<file path="config.mk">
export PLATFORM = sky130hd
export DESIGN_NAME = intack_seq
export DESIGN_NICKNAME = d
export VERILOG_FILES = /design/src/rtl/intack_pkg.sv /design/src/rtl/intack_ctrl.sv /design/src/rtl/intack_bus_drive.sv /design/src/rtl/intack_vec_hold.sv /design/src/rtl/intack_seq.sv
export SDC_FILE = /design/constraint.sdc
export NUM_CORES = 1
export LEC_CHECK = 0
export BUFFER_PORTS_ARGS = -buffer_cell sky130_fd_sc_hd__buf_2
export CORE_MARGIN = 10
export CORE_UTILIZATION = 35
export DETAILED_ROUTE_END_ITERATION = 8
export PLACE_DENSITY = 0.73
export SYNTH_ARGS = -nofsm -noshare
export SYNTH_HDL_FRONTEND = slang
export SYNTH_HIERARCHICAL = 1
export SYNTH_SLANG_ARGS = --single-unit
export TNS_END_PERCENT = 20
</file>
<file path="constraint.sdc">
create_clock -name clk -period 1.29 [get_ports clk]
set_input_delay 0.129 -clock clk [delete_from_list [all_inputs] [get_ports clk]]
set_output_delay 0.129 -clock clk [all_outputs]
set_load 0.02 [all_outputs]
</file>
<file path="src/rtl/intack_pkg.sv">
package intack_pkg;

   typedef enum logic [2:0] {
      ST_IDLE,
      ST_C1_ADS,
      ST_C1_WAIT,
      ST_GAP1,
      ST_C2_ADS,
      ST_C2_WAIT,
      ST_GAP2
   } iack_state_e;

   typedef struct packed {
      logic ads;
      logic in_cyc;
      logic sec_cyc;
   } bus_phase_t;

endpackage

</file>
<file path="src/rtl/intack_ctrl.sv">
module intack_ctrl
   import intack_pkg::*;
#(
   parameter int IDLE_CLKS = 2
) (
   input  logic       clk,
   input  logic       rst,
   input  logic       irq_req,
   input  logic       int_en,
   input  logic       rdy_n,
   input  logic       pending,
   output bus_phase_t phase,
   output logic       capture
);

   localparam int CW = (IDLE_CLKS < 2) ? 1 : $clog2(IDLE_CLKS);
   localparam logic [CW-1:0] GAP_LOAD = CW'(IDLE_CLKS - 1);

   generate
      if (IDLE_CLKS < 1) begin : g_bad_gap
         $error("intack_ctrl: IDLE_CLKS must be at least 1");
      end
   endgenerate

   iack_state_e st, st_nx;
   logic [CW-1:0] gap_cnt;
   logic          gap_done;

   assign gap_done = (gap_cnt == '0);

   always_comb begin
      st_nx = st;
      unique case (st)
         ST_IDLE:    if (irq_req && int_en && !pending) st_nx = ST_C1_ADS;
         ST_C1_ADS:  st_nx = ST_C1_WAIT;
         ST_C1_WAIT: if (!rdy_n) st_nx = ST_GAP1;
         ST_GAP1:    if (gap_done) st_nx = ST_C2_ADS;
         ST_C2_ADS:  st_nx = ST_C2_WAIT;
         ST_C2_WAIT: if (!rdy_n) st_nx = ST_GAP2;
         ST_GAP2:    if (gap_done) st_nx = ST_IDLE;
         default:    st_nx = ST_IDLE;
      endcase
   end

   always_ff @(posedge clk) begin
      if (rst) begin
         st      <= ST_IDLE;
         gap_cnt <= '0;
      end else begin
         st <= st_nx;
         if ((st == ST_C1_WAIT || st == ST_C2_WAIT) && !rdy_n)
            gap_cnt <= GAP_LOAD;
         else if ((st == ST_GAP1 || st == ST_GAP2) && !gap_done)
            gap_cnt <= gap_cnt - 1'b1;
      end
   end

   always_comb begin
      phase.ads     = (st == ST_C1_ADS) || (st == ST_C2_ADS);
      phase.in_cyc  = (st == ST_C1_ADS) || (st == ST_C1_WAIT) ||
                      (st == ST_C2_ADS) || (st == ST_C2_WAIT);
      phase.sec_cyc = (st == ST_C2_ADS) || (st == ST_C2_WAIT);
   end

   assign capture = (st == ST_C2_WAIT) && !rdy_n;

   // leaving idle needs an enabled request and no pending vector
   a_r1_start_gate: assert property (@(posedge clk) disable iff (rst)
      (st == ST_IDLE && !(irq_req && int_en && !pending)) |=> (st == ST_IDLE));
   // the first gap can only lead into the second cycle
   a_r2_gap_to_second: assert property (@(posedge clk) disable iff (rst)
      (st == ST_GAP1) |=> (st == ST_GAP1 || st == ST_C2_ADS));
   // ready during the strobe clock is ignored
   a_r4_ads_ignores_ready: assert property (@(posedge clk) disable iff (rst)
      (st == ST_C1_ADS) |=> (st == ST_C1_WAIT));
   // a cycle waits while ready is inactive
   a_r4_wait_holds: assert property (@(posedge clk) disable iff (rst)
      ((st == ST_C2_WAIT || st == ST_C1_WAIT) && rdy_n) |=> $stable(st));
   // a pending vector blocks any start
   a_r9_pending_blocks: assert property (@(posedge clk) disable iff (rst)
      (st == ST_IDLE && pending) |=> (st == ST_IDLE));
   // reset returns to idle
   a_r10_reset_idle: assert property (@(posedge clk)
      rst |=> (st == ST_IDLE));

endmodule

</file>
<file path="src/rtl/intack_bus_drive.sv">
module intack_bus_drive
   import intack_pkg::*;
#(
   parameter int ADDR_W   = 32,
   parameter int LANES    = 4,
   parameter int VEC_LANE = 0
) (
   input  bus_phase_t         phase,
   output logic               strobe_n,
   output logic [ADDR_W-1:0]  addr_o,
   output logic [LANES-1:0]   be_n,
   output logic               mio_o,
   output logic               dc_o,
   output logic               wr_o
);

   localparam int SEL_BIT = 2;

   generate
      if (ADDR_W <= SEL_BIT) begin : g_bad_addr
         $error("intack_bus_drive: ADDR_W too small for the cycle select bit");
      end
      if (VEC_LANE >= LANES) begin : g_bad_lane
         $error("intack_bus_drive: VEC_LANE outside the bus");
      end
   endgenerate

   genvar b;
   generate
      for (b = 0; b < ADDR_W; b++) begin : g_addr
         if (b == SEL_BIT) begin : g_sel
            assign addr_o[b] = phase.in_cyc && !phase.sec_cyc;
         end else begin : g_zero
            assign addr_o[b] = 1'b0;
         end
      end
      for (b = 0; b < LANES; b++) begin : g_lane
         if (b == VEC_LANE) begin : g_on
            assign be_n[b] = !phase.in_cyc;
         end else begin : g_off
            assign be_n[b] = 1'b1;
         end
      end
   endgenerate

   assign strobe_n = !phase.ads;
   assign mio_o    = !phase.in_cyc;
   assign dc_o     = !phase.in_cyc;
   assign wr_o     = !phase.in_cyc;

endmodule

</file>
<file path="src/rtl/intack_vec_hold.sv">
module intack_vec_hold #(
   parameter int VEC_W = 8
) (
   input  logic             clk,
   input  logic             rst,
   input  logic             capture,
   input  logic [VEC_W-1:0] lane_data,
   input  logic             vec_ready,
   output logic [VEC_W-1:0] vec_o,
   output logic             vec_valid
);

   always_ff @(posedge clk) begin
      if (rst) begin
         vec_o     <= '0;
         vec_valid <= 1'b0;
      end else if (capture) begin
         vec_o     <= lane_data;
         vec_valid <= 1'b1;
      end else if (vec_valid && vec_ready) begin
         vec_valid <= 1'b0;
      end
   end

   // the captured value is the lane seen at the ending edge
   a_r6_capture_lane: assert property (@(posedge clk) disable iff (rst)
      capture |=> (vec_valid && vec_o == $past(lane_data)));
   // vector held until taken
   a_r8_hold_until_taken: assert property (@(posedge clk) disable iff (rst)
      (vec_valid && !vec_ready) |=> (vec_valid && $stable(vec_o)));
   // acceptance clears valid
   a_r8_clear_on_take: assert property (@(posedge clk) disable iff (rst)
      (vec_valid && vec_ready) |=> !vec_valid);

endmodule

</file>
<file path="src/rtl/intack_seq.sv">
module intack_seq
   import intack_pkg::*;
#(
   parameter int ADDR_W    = 32,
   parameter int DATA_W    = 32,
   parameter int VEC_W     = 8,
   parameter int VEC_LANE  = 0,
   parameter int IDLE_CLKS = 2
) (
   input  logic              clk,
   input  logic              rst,
   input  logic              irq_req,
   input  logic              int_en,
   input  logic              rdy_n,
   input  logic [DATA_W-1:0] data_i,
   output logic              strobe_n,
   output logic [ADDR_W-1:0] addr_o,
   output logic [DATA_W/8-1:0] be_n,
   output logic              mio_o,
   output logic              dc_o,
   output logic              wr_o,
   output logic [VEC_W-1:0]  vec_o,
   output logic              vec_valid,
   input  logic              vec_ready
);

   localparam int LANES = DATA_W / 8;

   generate
      if (DATA_W % 8 != 0) begin : g_bad_data
         $error("intack_seq: DATA_W must be a whole number of bytes");
      end
      if (VEC_W > 8) begin : g_bad_vec
         $error("intack_seq: VEC_W must fit one byte lane");
      end
   endgenerate

   bus_phase_t phase;
   logic       capture;
   logic       unused_data;

   assign unused_data = ^data_i;

   intack_ctrl #(.IDLE_CLKS(IDLE_CLKS)) u_ctrl (
      .clk     (clk),
      .rst     (rst),
      .irq_req (irq_req),
      .int_en  (int_en),
      .rdy_n   (rdy_n),
      .pending (vec_valid),
      .phase   (phase),
      .capture (capture)
   );

   intack_bus_drive #(
      .ADDR_W   (ADDR_W),
      .LANES    (LANES),
      .VEC_LANE (VEC_LANE)
   ) u_drive (
      .phase    (phase),
      .strobe_n (strobe_n),
      .addr_o   (addr_o),
      .be_n     (be_n),
      .mio_o    (mio_o),
      .dc_o     (dc_o),
      .wr_o     (wr_o)
   );

   intack_vec_hold #(.VEC_W(VEC_W)) u_vec (
      .clk       (clk),
      .rst       (rst),
      .capture   (capture),
      .lane_data (data_i[VEC_LANE*8 +: VEC_W]),
      .vec_ready (vec_ready),
      .vec_o     (vec_o),
      .vec_valid (vec_valid)
   );

   // strobe lasts a single clock
   a_r4_strobe_one_clock: assert property (@(posedge clk) disable iff (rst)
      !strobe_n |=> strobe_n);
   // a strobe with select bit set shows only the vector lane and the ack code
   a_r3_first_encoding: assert property (@(posedge clk) disable iff (rst)
      (!strobe_n && addr_o[2]) |-> ($countones(~be_n) == 1 && !be_n[VEC_LANE]
                                    && !mio_o && !dc_o && !wr_o));
   // outside a cycle no lane is enabled
   a_r7_idle_no_lane: assert property (@(posedge clk) disable iff (rst)
      (mio_o && dc_o && wr_o) |-> (be_n == '1 && strobe_n && addr_o == '0));
   // reset leaves the strobe off and nothing pending
   a_r10_reset_outputs: assert property (@(posedge clk)
      rst |=> (strobe_n && be_n == '1 && !vec_valid));

endmodule

</file>
==> summary.txt, run 1 <==
Outcome
  – Outcome: complete, no violations

Power
  – Comb power frac: about a third
  – Leak: roughly 0.52 nW
  – Clk pwr share: a little under a quarter
  – P_sw: 358 µW
  – PwrDens: around 950 nW/µm²
  – Max VDD drop: 0.736 mV
  – Internal power: approximately 650 µW
  – Switching Fraction: between 30% and 40%
  – Flop pwr share: 42.0%

Clocking
  – CTS buffer count: 3
  – Clock buffer depth: 2
  – Skew-Pair Late Insertion Delay: roughly 0.26 ns
  – CTS tree: yes
  – Clk root buf: clkbuf_4
  – CTS Sinks: 13
  – H-tree depth: 1
  – Hold Buf Count CTS: 0
  – Clk pin slew, worst setup/hold paths: ~0.070 ns

STA
  – Final worst slack: 0.000743 ns
  – Number of setup violations in the final report: 0
  – Tmin final: between 1 and 1.5 ns
  – Max Slew Vio Count: 0
  – Tcrit/Tclk final: between 90 and 100%
  – Final Hold Viols: 0
  – RSZ-0062 raised after global routing: true
  – Worst clock skew: about 0.0015 ns
  – Hold Slack: between 0.1 and 0.15 ns
  – Fmax: 0.776 GHz

Worst setup path
  – CP most frequent cell: buf_6
  – Peak fanout along the critical path: 3
  – Worst reg-to-reg path cell count: 5
  – CP required: between 1 and 1.5 ns
  – CP max stage cell: dfxtp_4
  – Worst-path cell chain: and2b_2, buf_6, nor2b_4, buf_6
  – Arrival time at the worst endpoint: around 1.2 ns
  – Worst R2R Setup Slack: ~0.050 ns
  – RR Endpoint: u_vec/vec_o[2]
  – Critical path capture point type: primary output
  – Worst path max stage delay: roughly 0.36 ns
  – Worst r2r src: u_ctrl/st[1]
  – CP Launch Type: flip-flop
  – Critical path class: reg -> out

Synthesis
  – Number of synthesized register bits: 13
  – Synthesized area per cell: between 8 and 9 µm²
  – Netlist cell types: 26
  – Register area share after synthesis: between 20% and 30%
  – Mapped Area: ~900 µm²
  – Synthesis warning total: 6
  – Post-synthesis cell count: 108

Final layout
  – Util after Layout: 42.6%
  – Fillers: 260
  – NumNets Final: 178
  – Fin area: 1060 µm²
  – Antenna Cells: 0
  – P&R area growth vs syn: 14.8%
  – Ratio of cells with drive above 1 in the final layout: 36.7%

Global route
  – GR Util met3: under 10%
  – Largest net degree at the start of global routing: 14
  – Global Route Usage Sum: under 10%
  – Total grt overflow: 0
  – First-pass GRT wire length: between 3 and 4 mm
  – Vias in the first global route: approximately 720
  – Routing usage on met2: around a tenth
  – Initial antenna violation count: 0
  – GR peak layer: met2
  – GR Util met1: between 7 and 8%

Route
  – Via Count: ~690
  – Drt first pass iters: 4
  – Wire length per cell: approximately 12 µm
  – Avg Vias per Cell: 4.07
  – Final wirelength: slightly above 2 mm
  – DRC: 0
  – Antenna viol nets, final: 0
  – Initial DRC Count: 12

Place
  – Dpl hpwl: between 1.5 and 2 mm
  – Dpl ws: around 0.06 ns
  – Placed Area: ~960 µm²
  – PortBufs: 28
  – Gpl congestion: around 0.85

Die
  – # IOs: between 80 and 90
  – Starting Density: 37.1%
  – Die area: between 5000 and 6000 µm²
  – DIE WIDTH: between 70 and 80 µm
  – Total core area: around 2500 µm²
  – Die H: approximately 71 µm
  – Cell Rows: 18

Min path
  – Worst Hold Class: in -> reg
  – Worst Hold Path Cells: 3
  – Min-Delay Endpoint: u_vec/vec_o[3]
  – Worst Min Path Start: data_i[3]

Run
  – Max-cap violation count: 0
what timing repair did:
action / in CTS / in global routing
endpoints found under the hold margin: 0 / 0
endpoints found under the setup margin: 6 / 10
gates resized for setup: 12 / 2
setup buffers: 1 / 3
pin swaps: 1 / 1
metal layers:
layer | up-vias | wire, µm | part of all wire (%)
met3 | 0 | 356 | 17
li1 | 337 | - | -
met5 | - | 0 | 0
met1 | 300 | 760 | 37
met2 | 51 | 932 | 45
met4 | 0 | 0 | 0
synth_stat cells (all sizes together):
cell type | number | area share [%]
nor2 | 13 | 5.3
o311ai | 1 | 0.94
o211ai | 1 | 0.81
mux2i | 8 | 8.6
o21ai | 5 | 2.7
dfxtp | 13 | 28
and3b | 2 | 1.9
o2bb2a | 1 | 2.2
nand3 | 1 | 0.54
buf | 41 | 33
inv | 4 | 1.6
nand2b | 4 | 3.0
nor2b | 2 | 2.2
xnor2 | 2 | 1.9
conb | 2 | 0.81
and2b | 2 | 1.8
a221oi | 1 | 1.6
a31o | 1 | 0.94
clkbuf | 1 | 0.54
a21oi | 3 | 1.6
per-stage QoR:
step | TNS, ns | total power [mW] | std cells
finish | 0 | 1.01 | 169
global route | -0.399 | 1.07 | 169
CTS | -0.0135 | 1.02 | 166
detailed placement | 0 | 0.736 | 161
global placement | 0 | 0.731 | 161
floorplan | 0 | 0.766 | 140
flip-flops by register name, indices dropped and copies added, names as in the netlist:
signal / cells
u_ctrl/gap_cnt: 1
u_ctrl/st: 3
u_vec/vec_o: 8
u_vec/vec_valid: 1
power by group through the flow:
stage | logic [mW] | registers, mW | clock network [mW]
3_3_place_gp | 0.303 | 0.428 | 0
6_report | 0.344 | 0.422 | 0.241
5_1_grt | 0.373 | 0.424 | 0.277
2_1_floorplan | 0.340 | 0.426 | 0
4_1_cts | 0.333 | 0.424 | 0.258
3_5_place_dp | 0.307 | 0.429 | 0
layout by cell type, fill, tap and decap left out, drive strengths merged, types with 2 or more instances in the layout:
cell,instances
inv,4
buf,37
nor2,13
mux2i,8
xnor2,2
and3b,2
dfxtp,13
clkbuf,4
o21ai,5
conb,34
nor2b,2
nand2b,4
and2b,2
a21oi,3
cells by family after synthesis:
logic type | count (synthesis) | share of synthesized area [%]
other cells | 2 | 0.810
simple gates | 24 | 14.6
mux | 8 | 8.64
buf+inv | 46 | 35.2
compound gates | 13 | 10.8
flops | 13 | 28.1
xor+xnor | 2 | 1.89
cell type report:
cell class	instances	area, µm²	share of cell area, %
timing repair buffer	37	244	22.9
inverter	4	15.0	1.41
clock buffer	4	26.3	2.47
multi-input combinational	81	475	44.7
tap	30	37.5	3.53
sequential	13	267	25.0
how the worst max path moves through the flow:
stage	startpoint	end	slack, ns	cells past startpoint
6_report	u_ctrl/st[2]	addr_o[2]	0.0007	4
5_1_grt	u_ctrl/st[1]	addr_o[2]	-0.09	4
4_1_cts	u_ctrl/st[1]	addr_o[2]	-0.01	4
3_5_place_dp	u_ctrl/st[1]	u_vec/vec_o[2]	0.06	5
3_3_place_gp	u_ctrl/st[1]	u_vec/vec_o[6]	0.12	5
2_1_floorplan	u_ctrl/st[1]	u_vec/vec_o[0]	0.10	5
critical path: cells and delay by family, from the launching register on:
| kind | cells | cell delay, ns |
|---|---|---|
| flip-flops | 1 | 0.36 |
| AND/OR/NAND/NOR | 2 | 0.30 |
| buffers and inverters | 2 | 0.24 |
No activity file was read; power rests on OpenSTA's default activity.
==> run 2, diff against run 1 <==
--- a/config.mk
+++ b/config.mk
@@ -8,6 +8,7 @@
 export BUFFER_PORTS_ARGS = -buffer_cell sky130_fd_sc_hd__buf_2
 export CORE_MARGIN = 10
 export CORE_UTILIZATION = 35
+export CTS_BUF_LIST = sky130_fd_sc_hd__clkbuf_4
 export DETAILED_ROUTE_END_ITERATION = 8
 export PLACE_DENSITY = 0.73
 export SYNTH_ARGS = -nofsm -noshare
==> constraint.sdc (replaced) <==
create_clock -name clk -period 1.7 [get_ports clk]
set_input_delay 0.17 -clock clk [delete_from_list [all_inputs] [get_ports clk]]
set_output_delay 0.17 -clock clk [all_outputs]
set_load 0.02 [all_outputs]
==> summary.txt, run 2 (synthesized netlist as in run 1, its figures left out) <==
Die
  – Die H: 71.5 µm
  – Die area: just over 5000 µm²
  – # IOs: 87
  – Total core area: about 2500 µm²
  – DIE WIDTH: 71.5 µm
  – Starting Density: 37.1%
  – Cell Rows: 18

Clocking
  – Setup bufs post-CTS: 0
  – Clock buffer depth: 2
  – Post-cts resize count: 0
  – CTS tree: yes
  – Clk root buf: clkbuf_4
  – Hold Buf Count CTS: 0
  – Clk pin slew, worst setup/hold paths: about 0.070 ns
  – H-tree depth: 1
  – CTS buffer count: 3
  – Skew-Pair Late Insertion Delay: ~0.27 ns
  – CTS Sinks: 13

Worst setup path
  – CP max stage cell: dfxtp_1
  – Peak fanout along the critical path: 9
  – CP bufs+invs: 1
  – Arrival time at the worst endpoint: between 1 and 1.5 ns
  – Critical path class: reg -> out
  – Worst-path cell chain: nor2_1, xnor2_1, nor2b_4, buf_2
  – Worst path max stage delay: approximately 0.5 ns
  – Critical path capture point type: primary output
  – CP Launch Type: flip-flop
  – CP required: 1.53 ns
  – CP top delay family: flip-flops

STA
  – RSZ-0062 raised after global routing: false
  – Worst clock skew: 0.00293 ns
  – Tmin final: 1.54 ns
  – Final worst slack: 0.161 ns
  – Final Hold Viols: 0
  – Fmax: around 0.65 GHz
  – Max Slew Vio Count: 0
  – Number of setup violations in the final report: 0
  – TNS Setup: 0 ns
  – Tcrit/Tclk final: approximately nine tenths

Power
  – PwrDens: roughly 780 nW/µm²
  – Max VDD drop: roughly 0.5 mV
  – Leak: approximately 0.47 nW
  – Total Power: ~750 µW

Route
  – Antenna viol nets, final: 0
  – Via Count: about 660
  – Final wirelength: ~2.0 mm
  – Wire length per cell: roughly 12 µm
  – Initial DRC Count: 8
  – Avg Vias per Cell: roughly 4
  – Drt first pass iters: 3
  – DRC: 0

Global route
  – Initial antenna violation count: 0
  – Global Route Usage Sum: just over 7%
  – Vias in the first global route: between 700 and 800
  – Largest net degree at the start of global routing: 14
  – First-pass GRT wire length: ~3.1 mm
  – Total grt overflow: 0

Min path
  – Worst Hold Class: in -> reg

Place
  – PortBufs: 28
  – Gpl congestion: ~0.83
  – Dpl ws: ~0.22 ns
  – Dpl hpwl: between 1.5 and 2 mm
  – Placed Area: just over 900 µm²

Final layout
  – Util after Layout: 38.3%
  – Register area: 260 µm²
  – NumNets Final: 171
  – Most frequent cells in the layout: conb_1, buf_2, nor2_1, dfxtp_1, mux2i_1
  – Fin area: 958 µm²
  – P&R area growth vs syn: 3.37%
  – Largest reg by FF count: u_vec/vec_o
  – Commonest non-fill, non-tap cell in the layout: conb_1
  – Antenna Cells: 0
  – Fillers: between 200 and 300
  – Area of the multi-input gates: between 400 and 500 µm²
  – Largest register FFs: 8
  – Ratio of cells with drive above 1 in the final layout: a little under a third
  – Largest regs: u_vec/vec_o x8, u_ctrl/st x3

Run
  – Max-cap violation count: 0

Outcome
  – Outcome: complete, no violations
[run 2: cell count changes in the layout (fill, tap and decap cells not counted), sizes merged]
cell,change
buf,-7
[run 2: power by group]
group / internal [mW] / switching, mW
Sequential: 0.312 / 0.00988
Combinational: 0.0658 / 0.163
Clock: 0.107 / 0.0910
[run 2: final timing paths]
kind                            slack [ns]              end  cells after the start            start
worst max-delay path                  0.16        addr_o[2]                      4     u_ctrl/st[0]
worst min-delay path                  0.15   u_vec/vec_o[1]                      3        data_i[1]
worst max register to register        0.24   u_vec/vec_o[5]                      4     u_ctrl/st[1]
worst min register to register        0.49  u_vec/vec_valid                      2  u_vec/vec_valid
[run 2: metal layers]
layer	up-vias	share of wire [%]	global-route usage, %
met3	0	18	6.06
met2	43	44	10.9
met1	289	38	7.19
met4	0	0	2.37
li1	323	-	-
met5	-	0	0
[run 2: final cells by class]
class                   count  share of cell area (%)
repair buffers             30                    16.2
multi-input cells          81                    48.0
well taps                  30                    3.92
flip-flops and latches     13                    27.2
inverters                   4                    1.57
clock buffers               4                    3.13
[run 2: per-stage QoR]
step | std cells | hold slack [ns]
finish | 162 | 0.151
global route | 162 | 0.158
CTS | 162 | 0.142
detailed placement | 158 | 0.418
global placement | 158 | 0.403
floorplan | 140 | 0.239
[run 2: worst register-to-register path: stages (launching register included)]
cell and delay (ns):
dfxtp_1 0.31, and2b_2 0.25, and3b_1 0.48, mux2i_1 0.24
nor2_1 0.06
==> run 3, diff against run 2 <==
--- a/config.mk
+++ b/config.mk
@@ -10,6 +10,7 @@
 export CORE_UTILIZATION = 35
 export CTS_BUF_LIST = sky130_fd_sc_hd__clkbuf_4
 export DETAILED_ROUTE_END_ITERATION = 8
+export MAX_ROUTING_LAYER = met4
 export PLACE_DENSITY = 0.73
 export SYNTH_ARGS = -nofsm -noshare
 export SYNTH_HDL_FRONTEND = slang
==> summary.txt, run 3 (synthesized netlist as in run 1, its figures left out) <==
Clocking
  – H-tree depth: 1
  – Skew-Pair Late Insertion Delay: about 0.27 ns
  – Clk pin slew, worst setup/hold paths: approximately 0.07 ns
  – Post-cts resize count: 0
  – CTS Sinks: 13
  – CTS buffer count: 3
  – Hold Buf Count CTS: 0
  – Setup bufs post-CTS: 0
  – CTS tree: yes
  – Clock buffer depth: 2
  – Clk root buf: clkbuf_4

STA
  – Worst clock skew: 0.00293 ns
  – Tcrit/Tclk final: between 90% and 100%
  – Final worst slack: 0.161 ns
  – Number of setup violations in the final report: 0
  – Final Hold Viols: 0
  – Max Slew Vio Count: 0
  – TNS Setup: 0 ns
  – Tmin final: ~1.5 ns
  – Fmax: 0.650 GHz
  – RSZ-0062 raised after global routing: false

Final layout
  – Antenna Cells: 0
  – P&R area growth vs syn: 3.37%
  – Area of the multi-input gates: ~460 µm²
  – NumNets Final: about 170
  – Most frequent cells in the layout: conb_1, buf_2, nor2_1, dfxtp_1, mux2i_1
  – Register area: ~260 µm²
  – Fillers: roughly 270
  – Largest reg by FF count: u_vec/vec_o
  – Largest regs: u_vec/vec_o x8, u_ctrl/st x3
  – Commonest non-fill, non-tap cell in the layout: conb_1
  – Largest register FFs: 8
  – Ratio of cells with drive above 1 in the final layout: a little under a third

Place
  – PortBufs: 28
  – Dpl hpwl: between 1.5 and 2 mm
  – Gpl congestion: between 0.8 and 0.9
  – Dpl ws: between 0.2 and 0.25 ns

Worst setup path
  – Worst R2R Setup Slack: approximately 0.24 ns
  – CP Launch Type: flip-flop
  – CP startpoint: u_ctrl/st[0]
  – Worst r2r src: u_ctrl/st[1]
  – Arrival time at the worst endpoint: approximately 1.4 ns
  – RR Endpoint: u_vec/vec_o[5]
  – CP required: roughly 1.5 ns
  – Critical path class: reg -> out
  – Worst reg-to-reg path cell count: 4
  – Peak fanout along the critical path: 9
  – Critical path capture point type: primary output

Route
  – Initial DRC Count: 8
  – Final wirelength: around 2 mm
  – Via Count: between 600 and 700
  – Avg Vias per Cell: between 4 and 5
  – Drt first pass iters: 3
  – Antenna viol nets, final: 0
  – Wire length per cell: 12.3 µm
  – DRC: 0

Global route
  – Vias in the first global route: 711
  – Total grt overflow: 0
  – Global Route Usage Sum: 7.39%
  – First-pass GRT wire length: approximately 3.1 mm
  – Largest net degree at the start of global routing: 14
  – Initial antenna violation count: 0

Outcome
  – Outcome: complete, no violations

Min path
  – Min-Delay Endpoint: u_vec/vec_o[1]
  – Worst Hold Path Cells: 3
  – Worst Min Path Start: data_i[1]
  – Worst Hold Class: in -> reg

Die
  – Cell Rows: 18
  – Die H: about 71 µm
  – DIE WIDTH: 71.5 µm
  – Starting Density: between 30% and 40%
  – # IOs: 87
  – Die area: a little over 5000 µm²
  – Total core area: around 2500 µm²

Power
  – Max VDD drop: between 0.4 and 0.5 mV
  – Clk pwr share: between 20% and 30%
  – PwrDens: slightly below 800 nW/µm²
  – Comb power frac: a little under a third
  – Leak: about 0.47 nW
  – P_sw: about 260 µW
  – Flop pwr share: 43.0%
  – Internal power: roughly 480 µW
  – Switching Fraction: about a third

Run
  – Max-cap violation count: 0
[run 3: layout make-up]
| class | instances | area share, % |
|---|---|---|
| Clock buffer | 4 | 3.13 |
| Inverter | 4 | 1.57 |
| Multi-Input combinational cell | 81 | 48.0 |
| Sequential cell | 13 | 27.2 |
| Tap cell | 30 | 3.92 |
| Timing Repair Buffer | 30 | 16.2 |
[run 3: critical path, cell delays in order (launching register included)]
cell	delay [ns]
dfxtp_1	0.50
nor2_1	0.11
xnor2_1	0.18
nor2b_4	0.16
buf_2	0.16
[run 3: worst max path at each step]
stage,end,slack (ns)
final,addr_o[2],0.16
after global placement,u_vec/vec_o[5],0.27
after detailed placement,u_vec/vec_o[5],0.22
after floorplan,be_n[0],0.48
after CTS,addr_o[2],0.14
after global routing,addr_o[2],0.08
[run 3: routing by layer]
layer / share of wire (%) / routed length [µm] / vias up / GRT usage [%]
li1: - / - / 323 / -
met5: 0 / 0 / - / -
met3: 15 / 295 / 0 / 4.55
met4: 0 / 0 / 0 / 2.37
met1: 42 / 831 / 289 / 8.06
met2: 44 / 869 / 43 / 10.9
[run 3: metrics by stage]
| stage | instances | hold WS, ns | util, % | area [µm²] | total power, mW |
|---|---|---|---|---|---|
| 4_1_cts | 162 | 0.142 | 38.3 | 958 | 0.756 |
| 2_1_floorplan | 140 | 0.239 | - | 1050 | 0.581 |
| 5_1_grt | 162 | 0.158 | 38.3 | 958 | 0.796 |
| 3_3_place_gp | 158 | 0.403 | 37.1 | 928 | 0.551 |
| 6_report | 162 | 0.151 | 38.3 | 958 | 0.748 |
| 3_5_place_dp | 158 | 0.418 | 37.1 | 928 | 0.556 |
[run 3: power by group through the flow]
stage               clock network, mW  registers [mW]  logic (mW)
floorplan                           0           0.323       0.258
global placement                    0           0.328       0.223
detailed placement                  0           0.329       0.227
CTS                             0.208           0.322       0.227
global route                    0.226           0.323       0.246
finish                          0.198           0.322       0.229
